[config.mk]
export PLATFORM = sky130hd
export DESIGN_NAME = memfault_classifier
export DESIGN_NICKNAME = d
export VERILOG_FILES = /design/src/rtl/mfc_pkg.sv /design/src/rtl/mfc_classify.sv /design/src/rtl/mfc_pend_table.sv /design/src/rtl/mfc_abort_arb.sv /design/src/rtl/memfault_classifier.sv
export SDC_FILE = /design/constraint.sdc
export NUM_CORES = 1
export LEC_CHECK = 0
export CAP_MARGIN = 20
export CELL_PAD_IN_SITES_DETAIL_PLACEMENT = 0
export CELL_PAD_IN_SITES_GLOBAL_PLACEMENT = 1
export CORE_ASPECT_RATIO = 0.9
export CORE_UTILIZATION = 45
export CTS_CLUSTER_DIAMETER = 150
export DETAILED_ROUTE_END_ITERATION = 6
export PLACE_DENSITY = 0.82
export SETUP_SLACK_MARGIN = 0.15
export SLEW_MARGIN = 10
export SYNTH_ARGS = -nofsm -noshare
export SYNTH_HDL_FRONTEND = slang
export SYNTH_SLANG_ARGS = --single-unit
[constraint.sdc]
create_clock -name clk -period 5.1 [get_ports clk]
set_clock_uncertainty 0.05 [all_clocks]
set_input_delay 0.765 -clock clk [delete_from_list [all_inputs] [get_ports clk]]
set_output_delay 0.765 -clock clk [all_outputs]
set_load 0.01 [all_outputs]
[src/rtl/mfc_pkg.sv]
// Shared encodings and the per-access fault descriptor for the fault classifier.
package mfc_pkg;
    typedef enum logic [1:0] {SRC_BUS = 2'd0, SRC_TCMP = 2'd1, SRC_RAM = 2'd2, SRC_NONE = 2'd3} src_e;
    typedef enum logic [1:0] {K_FETCH = 2'd0, K_LOAD = 2'd1, K_STORE = 2'd2, K_MAINT = 2'd3} kind_e;
    typedef enum logic [1:0] {M_NORMAL = 2'd0, M_DEVICE = 2'd1, M_STRONG = 2'd2, M_RSVD = 2'd3} mem_e;
    typedef enum logic [1:0] {R_OKAY = 2'd0, R_EXOKAY = 2'd1, R_SLVERR = 2'd2, R_DECERR = 2'd3} resp_e;
    typedef enum logic [1:0] {P_IGNORE = 2'd0, P_ABORT = 2'd1, P_FIX = 2'd2, P_FIX_ABORT = 2'd3} pol_e;

    // Outcome decided for one erroneous access
    typedef struct packed {
        logic abort;
        logic precise;
        logic slverr;
        logic replay;
        logic fix;
        logic corr;
        logic recov;
    } fault_t;
endpackage

[src/rtl/mfc_classify.sv]
// Combinational classifier: turns one error report plus the current policy
// into an error flag and an outcome descriptor.
// Assumes the source field is valid whenever the report is valid.
module mfc_classify
    import mfc_pkg::*;
(
    input  logic [1:0] src,
    input  logic [1:0] kind,
    input  logic [1:0] mem,
    input  logic [1:0] resp,
    input  logic       excl,
    input  logic       in_tcm,
    input  logic       fixable,
    input  logic       retry,
    input  logic       from_slave,
    input  logic [1:0] policy,
    input  logic       halt,
    output logic       err,
    output fault_t     flt
);
    src_e  s;
    kind_e k;
    mem_e  m;
    resp_e r;
    pol_e  p;
    logic  is_read;

    assign s = src_e'(src);
    assign k = kind_e'(kind);
    assign m = mem_e'(mem);
    assign r = resp_e'(resp);
    assign p = pol_e'(policy);
    assign is_read = (k != K_STORE);

    // Per-source decision of error presence and outcome
    always_comb begin
        err = 1'b0;
        flt = '0;
        unique case (s)
            SRC_BUS: begin
                err = (r == R_SLVERR) || (r == R_DECERR) ||
                      (excl && (k == K_LOAD) && (r == R_OKAY));
                flt.abort   = err;
                flt.precise = (k == K_FETCH) || (k == K_LOAD) ||
                              ((k == K_STORE) && (m == M_STRONG));
            end
            SRC_TCMP: begin
                err = 1'b1;
                if (from_slave) begin
                    flt.slverr = 1'b1;
                end else if (is_read && retry) begin
                    flt.replay = 1'b1;
                    flt.recov  = 1'b1;
                end else begin
                    flt.abort   = 1'b1;
                    flt.precise = is_read;
                end
            end
            SRC_RAM: begin
                err = 1'b1;
                flt.corr  = fixable;
                flt.recov = fixable;
                unique case (p)
                    P_IGNORE:    ;
                    P_ABORT:     flt.abort = 1'b1;
                    P_FIX: begin
                        flt.fix   = fixable;
                        flt.abort = !fixable || halt;
                    end
                    P_FIX_ABORT: begin
                        flt.fix   = fixable;
                        flt.abort = 1'b1;
                    end
                    default: ;
                endcase
                if (k == K_MAINT)      flt.precise = 1'b0;
                else if (k == K_STORE) flt.precise = in_tcm;
                else                   flt.precise = 1'b1;
            end
            default: ;
        endcase
    end
endmodule

[src/rtl/mfc_pend_table.sv]
// Pending-error table, one entry per access ID. An entry is written on a
// classified error and cleared by commit or flush of its ID; a commit of a
// valid entry is reported combinationally as a hit with the stored outcome.
// Assumes a write is never needed in the cycle its ID commits or flushes.
module mfc_pend_table
    import mfc_pkg::*;
#(
    parameter int ID_W = 2
) (
    input  logic            clk,
    input  logic            rst_n,
    input  logic            wr_en,
    input  logic [ID_W-1:0] wr_id,
    input  fault_t          wr_flt,
    input  logic            cmt_valid,
    input  logic [ID_W-1:0] cmt_id,
    input  logic            fls_valid,
    input  logic [ID_W-1:0] fls_id,
    output logic            hit,
    output fault_t          hit_flt
);
    localparam int NID = 1 << ID_W;

    logic [NID-1:0] ent_v;
    fault_t         ent_f [NID];
    logic           wr_ok;

    assign wr_ok   = wr_en && !(cmt_valid && (cmt_id == wr_id)) &&
                     !(fls_valid && (fls_id == wr_id));
    assign hit     = cmt_valid && ent_v[cmt_id] && !(fls_valid && (fls_id == cmt_id));
    assign hit_flt = ent_f[cmt_id];

    for (genvar g = 0; g < NID; g++) begin : g_ent
        logic clr_g;
        logic set_g;
        assign clr_g = (cmt_valid && (cmt_id == ID_W'(g))) ||
                       (fls_valid && (fls_id == ID_W'(g)));
        assign set_g = wr_ok && (wr_id == ID_W'(g));

        // Entry state: clear on commit/flush, capture on new error
        always_ff @(posedge clk) begin
            if (!rst_n) begin
                ent_v[g] <= 1'b0;
                ent_f[g] <= '0;
            end else if (clr_g) begin
                ent_v[g] <= 1'b0;
            end else if (set_g) begin
                ent_v[g] <= 1'b1;
                ent_f[g] <= wr_flt;
            end
        end
    end

    // A flushed ID holds no error afterwards
    p_flush_drop_r7: assert property (@(posedge clk) disable iff (!rst_n)
        fls_valid |=> !ent_v[$past(fls_id)]);
endmodule

[src/rtl/mfc_abort_arb.sv]
// Abort issue stage: precise aborts go straight to the output register;
// imprecise aborts are held in per-ID ready bits and issued, lowest ID first,
// in a cycle with no precise abort.
// Assumes an ID is not committed again while its imprecise abort is held.
module mfc_abort_arb #(
    parameter int ID_W = 2
) (
    input  logic            clk,
    input  logic            rst_n,
    input  logic            prec_in,
    input  logic [ID_W-1:0] prec_id,
    input  logic            prec_corr,
    input  logic            prec_recov,
    input  logic            imp_in,
    input  logic [ID_W-1:0] imp_id,
    input  logic            imp_corr,
    input  logic            imp_recov,
    output logic            abt_valid,
    output logic            abt_precise,
    output logic [ID_W-1:0] abt_id,
    output logic            abt_corr,
    output logic            abt_recov
);
    localparam int NID = 1 << ID_W;

    logic [NID-1:0] imp_rdy;
    logic [NID-1:0] imp_c;
    logic [NID-1:0] imp_r;
    logic           found;
    logic [ID_W-1:0] sel;

    // Lowest-numbered held imprecise abort
    always_comb begin
        found = 1'b0;
        sel   = '0;
        for (int i = NID - 1; i >= 0; i--) begin
            if (imp_rdy[i]) begin
                found = 1'b1;
                sel   = ID_W'(i);
            end
        end
    end

    // Output register: precise first, else one held imprecise abort
    always_ff @(posedge clk) begin
        if (!rst_n) begin
            abt_valid   <= 1'b0;
            abt_precise <= 1'b0;
            abt_id      <= '0;
            abt_corr    <= 1'b0;
            abt_recov   <= 1'b0;
        end else if (prec_in) begin
            abt_valid   <= 1'b1;
            abt_precise <= 1'b1;
            abt_id      <= prec_id;
            abt_corr    <= prec_corr;
            abt_recov   <= prec_recov;
        end else if (found) begin
            abt_valid   <= 1'b1;
            abt_precise <= 1'b0;
            abt_id      <= sel;
            abt_corr    <= imp_c[sel];
            abt_recov   <= imp_r[sel];
        end else begin
            abt_valid   <= 1'b0;
            abt_precise <= 1'b0;
            abt_id      <= '0;
            abt_corr    <= 1'b0;
            abt_recov   <= 1'b0;
        end
    end

    for (genvar g = 0; g < NID; g++) begin : g_hold
        logic issue_g;
        logic load_g;
        assign issue_g = !prec_in && found && (sel == ID_W'(g));
        assign load_g  = imp_in && (imp_id == ID_W'(g));

        // Ready bit per ID: drop when issued, set on new imprecise commit
        always_ff @(posedge clk) begin
            if (!rst_n) begin
                imp_rdy[g] <= 1'b0;
                imp_c[g]   <= 1'b0;
                imp_r[g]   <= 1'b0;
            end else if (load_g) begin
                imp_rdy[g] <= 1'b1;
                imp_c[g]   <= imp_corr;
                imp_r[g]   <= imp_recov;
            end else if (issue_g) begin
                imp_rdy[g] <= 1'b0;
            end
        end
    end

    // A precise abort is never delayed
    p_prec_first_r11: assert property (@(posedge clk) disable iff (!rst_n)
        prec_in |=> abt_valid && abt_precise && (abt_id == $past(prec_id)));

    // A held imprecise abort leaves as soon as no precise one competes
    p_imp_drain_r11: assert property (@(posedge clk) disable iff (!rst_n)
        ((|imp_rdy) && !prec_in) |=> abt_valid && !abt_precise);
endmodule

[src/rtl/memfault_classifier.sv]
// Top of the memory fault classification unit: classifies error reports,
// parks them per access ID until commit or flush, and issues detection
// events, fixes, replays, slave errors and aborts one cycle after commit
// (imprecise aborts one cycle later again).
// Assumes at most one report per access between allocation and commit.
module memfault_classifier
    import mfc_pkg::*;
#(
    parameter int ID_W = 2
) (
    input  logic            clk,
    input  logic            rst_n,
    input  logic            det_valid,
    input  logic [ID_W-1:0] det_id,
    input  logic [1:0]      det_src,
    input  logic [1:0]      det_kind,
    input  logic [1:0]      det_mem,
    input  logic [1:0]      det_resp,
    input  logic            det_excl,
    input  logic            det_in_tcm,
    input  logic            det_fixable,
    input  logic            det_retry,
    input  logic            det_from_slave,
    input  logic [1:0]      ecc_policy,
    input  logic            dbg_halt,
    input  logic            cmt_valid,
    input  logic [ID_W-1:0] cmt_id,
    input  logic            fls_valid,
    input  logic [ID_W-1:0] fls_id,
    output logic            evt_det,
    output logic            evt_det_corr,
    output logic            abt_valid,
    output logic            abt_precise,
    output logic [ID_W-1:0] abt_id,
    output logic            abt_corr,
    output logic            abt_recov,
    output logic            replay_valid,
    output logic [ID_W-1:0] replay_id,
    output logic            slverr_valid,
    output logic [ID_W-1:0] slverr_id,
    output logic            fix_valid,
    output logic [ID_W-1:0] fix_id
);
    logic   cls_err;
    fault_t cls_f;
    logic   wr_en;
    logic   hit;
    fault_t hit_f;
    logic   prec_in;
    logic   imp_in;

    mfc_classify u_cls (
        .src        (det_src),
        .kind       (det_kind),
        .mem        (det_mem),
        .resp       (det_resp),
        .excl       (det_excl),
        .in_tcm     (det_in_tcm),
        .fixable    (det_fixable),
        .retry      (det_retry),
        .from_slave (det_from_slave),
        .policy     (ecc_policy),
        .halt       (dbg_halt),
        .err        (cls_err),
        .flt        (cls_f)
    );

    assign wr_en = det_valid && cls_err &&
                   (cls_f.abort || cls_f.slverr || cls_f.replay || cls_f.fix);

    mfc_pend_table #(.ID_W(ID_W)) u_tab (
        .clk       (clk),
        .rst_n     (rst_n),
        .wr_en     (wr_en),
        .wr_id     (det_id),
        .wr_flt    (cls_f),
        .cmt_valid (cmt_valid),
        .cmt_id    (cmt_id),
        .fls_valid (fls_valid),
        .fls_id    (fls_id),
        .hit       (hit),
        .hit_flt   (hit_f)
    );

    assign prec_in = hit && hit_f.abort && hit_f.precise;
    assign imp_in  = hit && hit_f.abort && !hit_f.precise;

    mfc_abort_arb #(.ID_W(ID_W)) u_arb (
        .clk         (clk),
        .rst_n       (rst_n),
        .prec_in     (prec_in),
        .prec_id     (cmt_id),
        .prec_corr   (hit_f.corr),
        .prec_recov  (hit_f.recov),
        .imp_in      (imp_in),
        .imp_id      (cmt_id),
        .imp_corr    (hit_f.corr),
        .imp_recov   (hit_f.recov),
        .abt_valid   (abt_valid),
        .abt_precise (abt_precise),
        .abt_id      (abt_id),
        .abt_corr    (abt_corr),
        .abt_recov   (abt_recov)
    );

    // Detection events, one cycle after the report
    always_ff @(posedge clk) begin
        if (!rst_n) begin
            evt_det      <= 1'b0;
            evt_det_corr <= 1'b0;
        end else begin
            evt_det      <= det_valid && cls_err;
            evt_det_corr <= det_valid && cls_err && cls_f.corr;
        end
    end

    // Non-abort commit results, one cycle after the commit
    always_ff @(posedge clk) begin
        if (!rst_n) begin
            replay_valid <= 1'b0;
            slverr_valid <= 1'b0;
            fix_valid    <= 1'b0;
            replay_id    <= '0;
            slverr_id    <= '0;
            fix_id       <= '0;
        end else begin
            replay_valid <= hit && hit_f.replay;
            slverr_valid <= hit && hit_f.slverr;
            fix_valid    <= hit && hit_f.fix;
            replay_id    <= cmt_id;
            slverr_id    <= cmt_id;
            fix_id       <= cmt_id;
        end
    end

    // Replay and slave error are exclusive outcomes
    p_one_outcome_r10: assert property (@(posedge clk) disable iff (!rst_n)
        $onehot0({replay_valid, slverr_valid}));

    // Replay never comes with an abort of the same access
    p_replay_no_abort_r10: assert property (@(posedge clk) disable iff (!rst_n)
        replay_valid |-> !(abt_valid && abt_precise && (abt_id == replay_id)));
endmodule

Word level (Yosys, flattened, before mapping)
Memory sizes are Yosys's and may differ from the RTL's.
Cells that the tools add are included.
Widths: inputs -> output; s select.
- memory bits (writable): 28
- register bits: 29
- logic and storage cells: 205
- memories kept: 1
- memories (name ; depth ; width ; rd ports ; clocked after Yosys merged registers in ; write ports ; RTL line ; text):
    u_tab.ent_f ; 4 ; 7 ; 1 ; 0 ; 4 ; mfc_pend_table.sv:25 ; fault_t ent_f [NID];
- bitwise operators: 5
- reduce and logical (&&, ||, !) cells: 77
- muxes and demuxes: 66
- order comparisons: 2
- eq/ne operators: 27
- operator list (cell ; count):
    $mux 1 ; 45
    $logic_and 1x1->1 ; 41
    $eq 2x2->1 const B ; 16
    $mux 7 ; 4
    $mux 2 ; 10
    $eq 2x1->1 const B ; 7
    $logic_not 2->1 ; 7
    $reduce_or 2->1 ; 7
    $logic_or 1x1->1 ; 12
    $reduce_bool 2->1 ; 4
    $bmux 1 s2 ; 3
    $eq 2x2->1 ; 3
    $logic_not 1->1 ; 6
    $lt 2x3->1 const B ; 2
    $pmux 1 s2 ; 3
    $pmux 2 s3 ; 1
    $or 1x1->1 ; 4
    $ne 2x2->1 const B ; 1
    $not 1->1 ; 1

Depth between registers and ports, before layout
- depth after elaboration: 17
- gate-level depth with buffers: 7

Cells and area by module
From an unflattened synthesis, not the netlist that was laid out.
- cell total of the unflattened synthesis: 247
- area total of the unflattened synthesis: 2808.9 um^2
- modules (own cells, without submodules) (module ; area each (um^2) ; seq. area each (um^2) ; cells an instance ; instances):
    mfc_pend_table ; 1564.0 ; 920.9 ; 114 ; 1
    mfc_abort_arb ; 787.0 ; 360.3 ; 81 ; 1
    memfault_classifier ; 241.5 ; 140.1 ; 24 ; 1
    mfc_classify ; 216.5 ; 0.0 ; 28 ; 1

Worst setup path after synthesis
No wires, ideal clock.
- path type: input to register
- from: in det_id[0]
- to: mem u_tab.ent_f[0][0] in the netlist's numbering (enable)
- arrival time: 2337 ps
- setup time: 383 ps
- path slack: 2330 ps
- stages on the path: 6
- required time: 4667 ps
- cell sequence: clkbuf_1 > xor2_1 > nor3_1 > a31oi_1 > nand3_1 > o31ai_1
- RTL lines (element ; RTL line ; text):
    start: declaration ; memfault_classifier.sv:14 ; input logic [ID_W-1:0] det_id,
    end: declaration ; mfc_pend_table.sv:25 ;

==> flow_summary.ini <==
[synthesis]
synth_top_area_share_pct = 30.3
seq_area_frac_synth_pct = 51.2
yosys_most_used_dff = dfxtp_1
syn_area_sq_um = 2780
synth_area_leader_cell = edfxtp_1
synth_edf_count = 28
ys_types = 47
synth.most_common_cell = dfxtp_1
synth_seq_cells = 57
synthArstFlopShare_pct = 0
synth_area_leaders = edfxtp_1 (30%), dfxtp_1 (21%), mux4_2 (5.7%)
synth.yosys.warnings = 0
syn_nets = 292
synthesis.instances = 261
ys_top_cells_by_count = dfxtp_1 (29), edfxtp_1 (28), nor3_1 (23)
syn_avg_cell_area_sq_um = 10.6

[sta]
grt_setup_unrepaired = false
tightest_slew_ps = 997
whs_ps = 404
report.final.hold_viol_count = 0
setup_tns_ps = 0
slew_viol_final = 0
min_period_ps = 3620
clock.fmax_mhz = 276
post-route-period-util_pct = 70.9
max_slew_margin_pct = 32.8
finalSetupViolCount = 0

[finish]
nFillCells = 499
final_layout_size_suffix_gt1_share_pct = 10.3
multi_input_area_sq_um = 1200
final_area_sq_um = 3390
area_growth_pct = 22.1
seqCellArea_sq_um = 1420
nets = 328
final_cells = 372
n_antenna_cell = 0

[routing]
drt_iter0_drc = 67
dr.pass1.iters = 7
ant_nets = 0
wire_per_inst_microns = 15.2
viasPerCell = 5.44
drc_errors = 4
drt-total-wl_microns = 5670
vias = 2022

[clock_tree]
post_cts_buffers = 0
cts_buffer_depth = 2
cts_made_buffers = 9
numClockSinks = 57
htree_num_levels = 3
cts-root-buf = clkbuf_8
cts_tree = built
holdBufCountCts = 0
worstSkewPairLatency_ps = 330
cts-resized-gates = 0
clk_pin_slew_worst_paths_ps = 60

[worst_setup_path]
endpoint_kind = flop
cp.required_ps = 5000
slowest_delay_ps = 970
critPathLaunchType = primary input
crit_type = in2reg
cp_slowest_cell = o21ai_0
crit_path_start = det_id[1]
r2r_start = u_tab.ent_v[3]
critPathArrivalTime_ps = 3520
cp_cell_sequence = clkdlybuf4s50_1, xor2_1, nor3_1, a31oi_1, nand3_1, o21ai_0
crit_path_max_fanout = 16

[floorplanning]
die-area_sq_um = 6490
die_w_microns = 84.8
initial_core_util_pct = 47.7
num_rows = 26
coreArea_sq_um = 5820
dieHeight_microns = 76.5
num_io_pins = 44

[power_and_ir_drop]
powerDensity_nw_per_um2 = 295
p_leak_nw = 1.16
ir_drop_mv = 0.153
total_power_mw = 1.00

[worst_hold_path]
hp-start = u_arb.imp_c[1]
holdCritPathClass = reg2reg

[run]
cap_violations = 0

[placement]
postPlaceCellArea_sq_um = 3200
dp_hpwl_microns = 4230
gp_congestion = 0.811
dp_cells = 356
io_buffers = 43

[global_route]
antenna_found_initial = 0
grt_max_degree = 31
globalRouteOverflowTotal = 0
grt_pass1_vias = 1872
grt_usage_pct = 18.7
grt_first_pass_wirelength_microns = 9210

[run_status]
violations = DRC
status = complete, but fails checks
power by group:
part	switching, mW	internal (mW)
combinational	0.0529	0.0504
sequential	0.00543	0.495
clock	0.172	0.223
registers in the layout (all words and copies together) (netlist names):
name and count:
u_arb.abt_corr 1, evt_det_corr 1, u_arb.abt_precise 1, evt_det 1, fix_id 2, u_arb.abt_valid 1, u_tab.ent_f 28, u_arb.imp_rdy 4
replay_valid 1, u_arb.abt_id 2, u_tab.ent_v 4, slverr_valid 1, u_arb.imp_c 4, u_arb.abt_recov 1, u_arb.imp_r 4, fix_valid 1
per-layer routing:
layer	wire length, microns	vias up	GRT usage, %
li1	-	1009	-
met1	2650	951	23.7
met2	2760	54	31.1
met3	206	8	5.31
met4	57	0	5.42
met5	0	-	0
cell usage in the layout, fill, tap and decap left out, types with 3 or more instances in the layout:
master and n:
nand2_1 19, o22ai_1 4, mux2i_1 13, nor3_1 23, o221ai_1 3, ha_1 4, clkdlybuf4s50_1 43, o21ai_0 13
mux4_2 7, nor2b_1 10, inv_1 11, clkinv_2 3, edfxtp_1 28, nand3_1 6, nor2_1 13, or3_1 5
or2_2 3, and2_1 4, dfxtp_1 29, xor2_1 4, nand2b_1 7, buf_4 3, clkbuf_8 9, o21a_1 4
through the flow:
stage	util [%]	worst slack (ps)
global route	58.2	1210
floorplan	-	2330
finish	58.2	1480
CTS	58.2	1480
detailed placement	55.0	1120
global placement	55.0	1210
final timing paths:
| check | endpoint | slack [ps] | cells after the start |
|---|---|---|---|
| setup reg to reg | u_arb.abt_id[1] | 3300 | 5 |
| hold reg to reg | u_arb.imp_c[1] | 400 | 2 |
| hold / removal | u_arb.imp_c[1] | 400 | 2 |
| setup / recovery | u_tab.ent_f[1][0] | 1480 | 6 |
cell families (layout without fill, tap and decap cells):
logic type	count (synthesis)	count (layout)	share of synthesized area, %
AND/OR/NAND/NOR	102	102	19.5
flip-flops	57	57	51.2
AO/OA/AOI/OAI	40	40	9.64
buffers and inverters	32	73	5.59
multiplexers	20	20	10.4
XOR/XNOR	6	6	1.89
adder cells (fa/ha/maj)	4	4	1.80
critical path: cells and delay by family:
family	cells	cell delay (ps)
AOI/OAI and AO/OA	2	1300
buffers and inverters	1	650
and+or+nand+nor	2	600
xor gates and xnor gates	1	190
layout make-up:
cell class	instances	share of cell area [%]
clock buffer	10	3.77
inverter	11	1.22
tap	70	2.58
sequential	57	41.9
clock inverter	6	1.73
multi-input combinational	172	35.4
timing repair buffer	46	13.4
No activity file was read; power rests on OpenSTA's default activity.
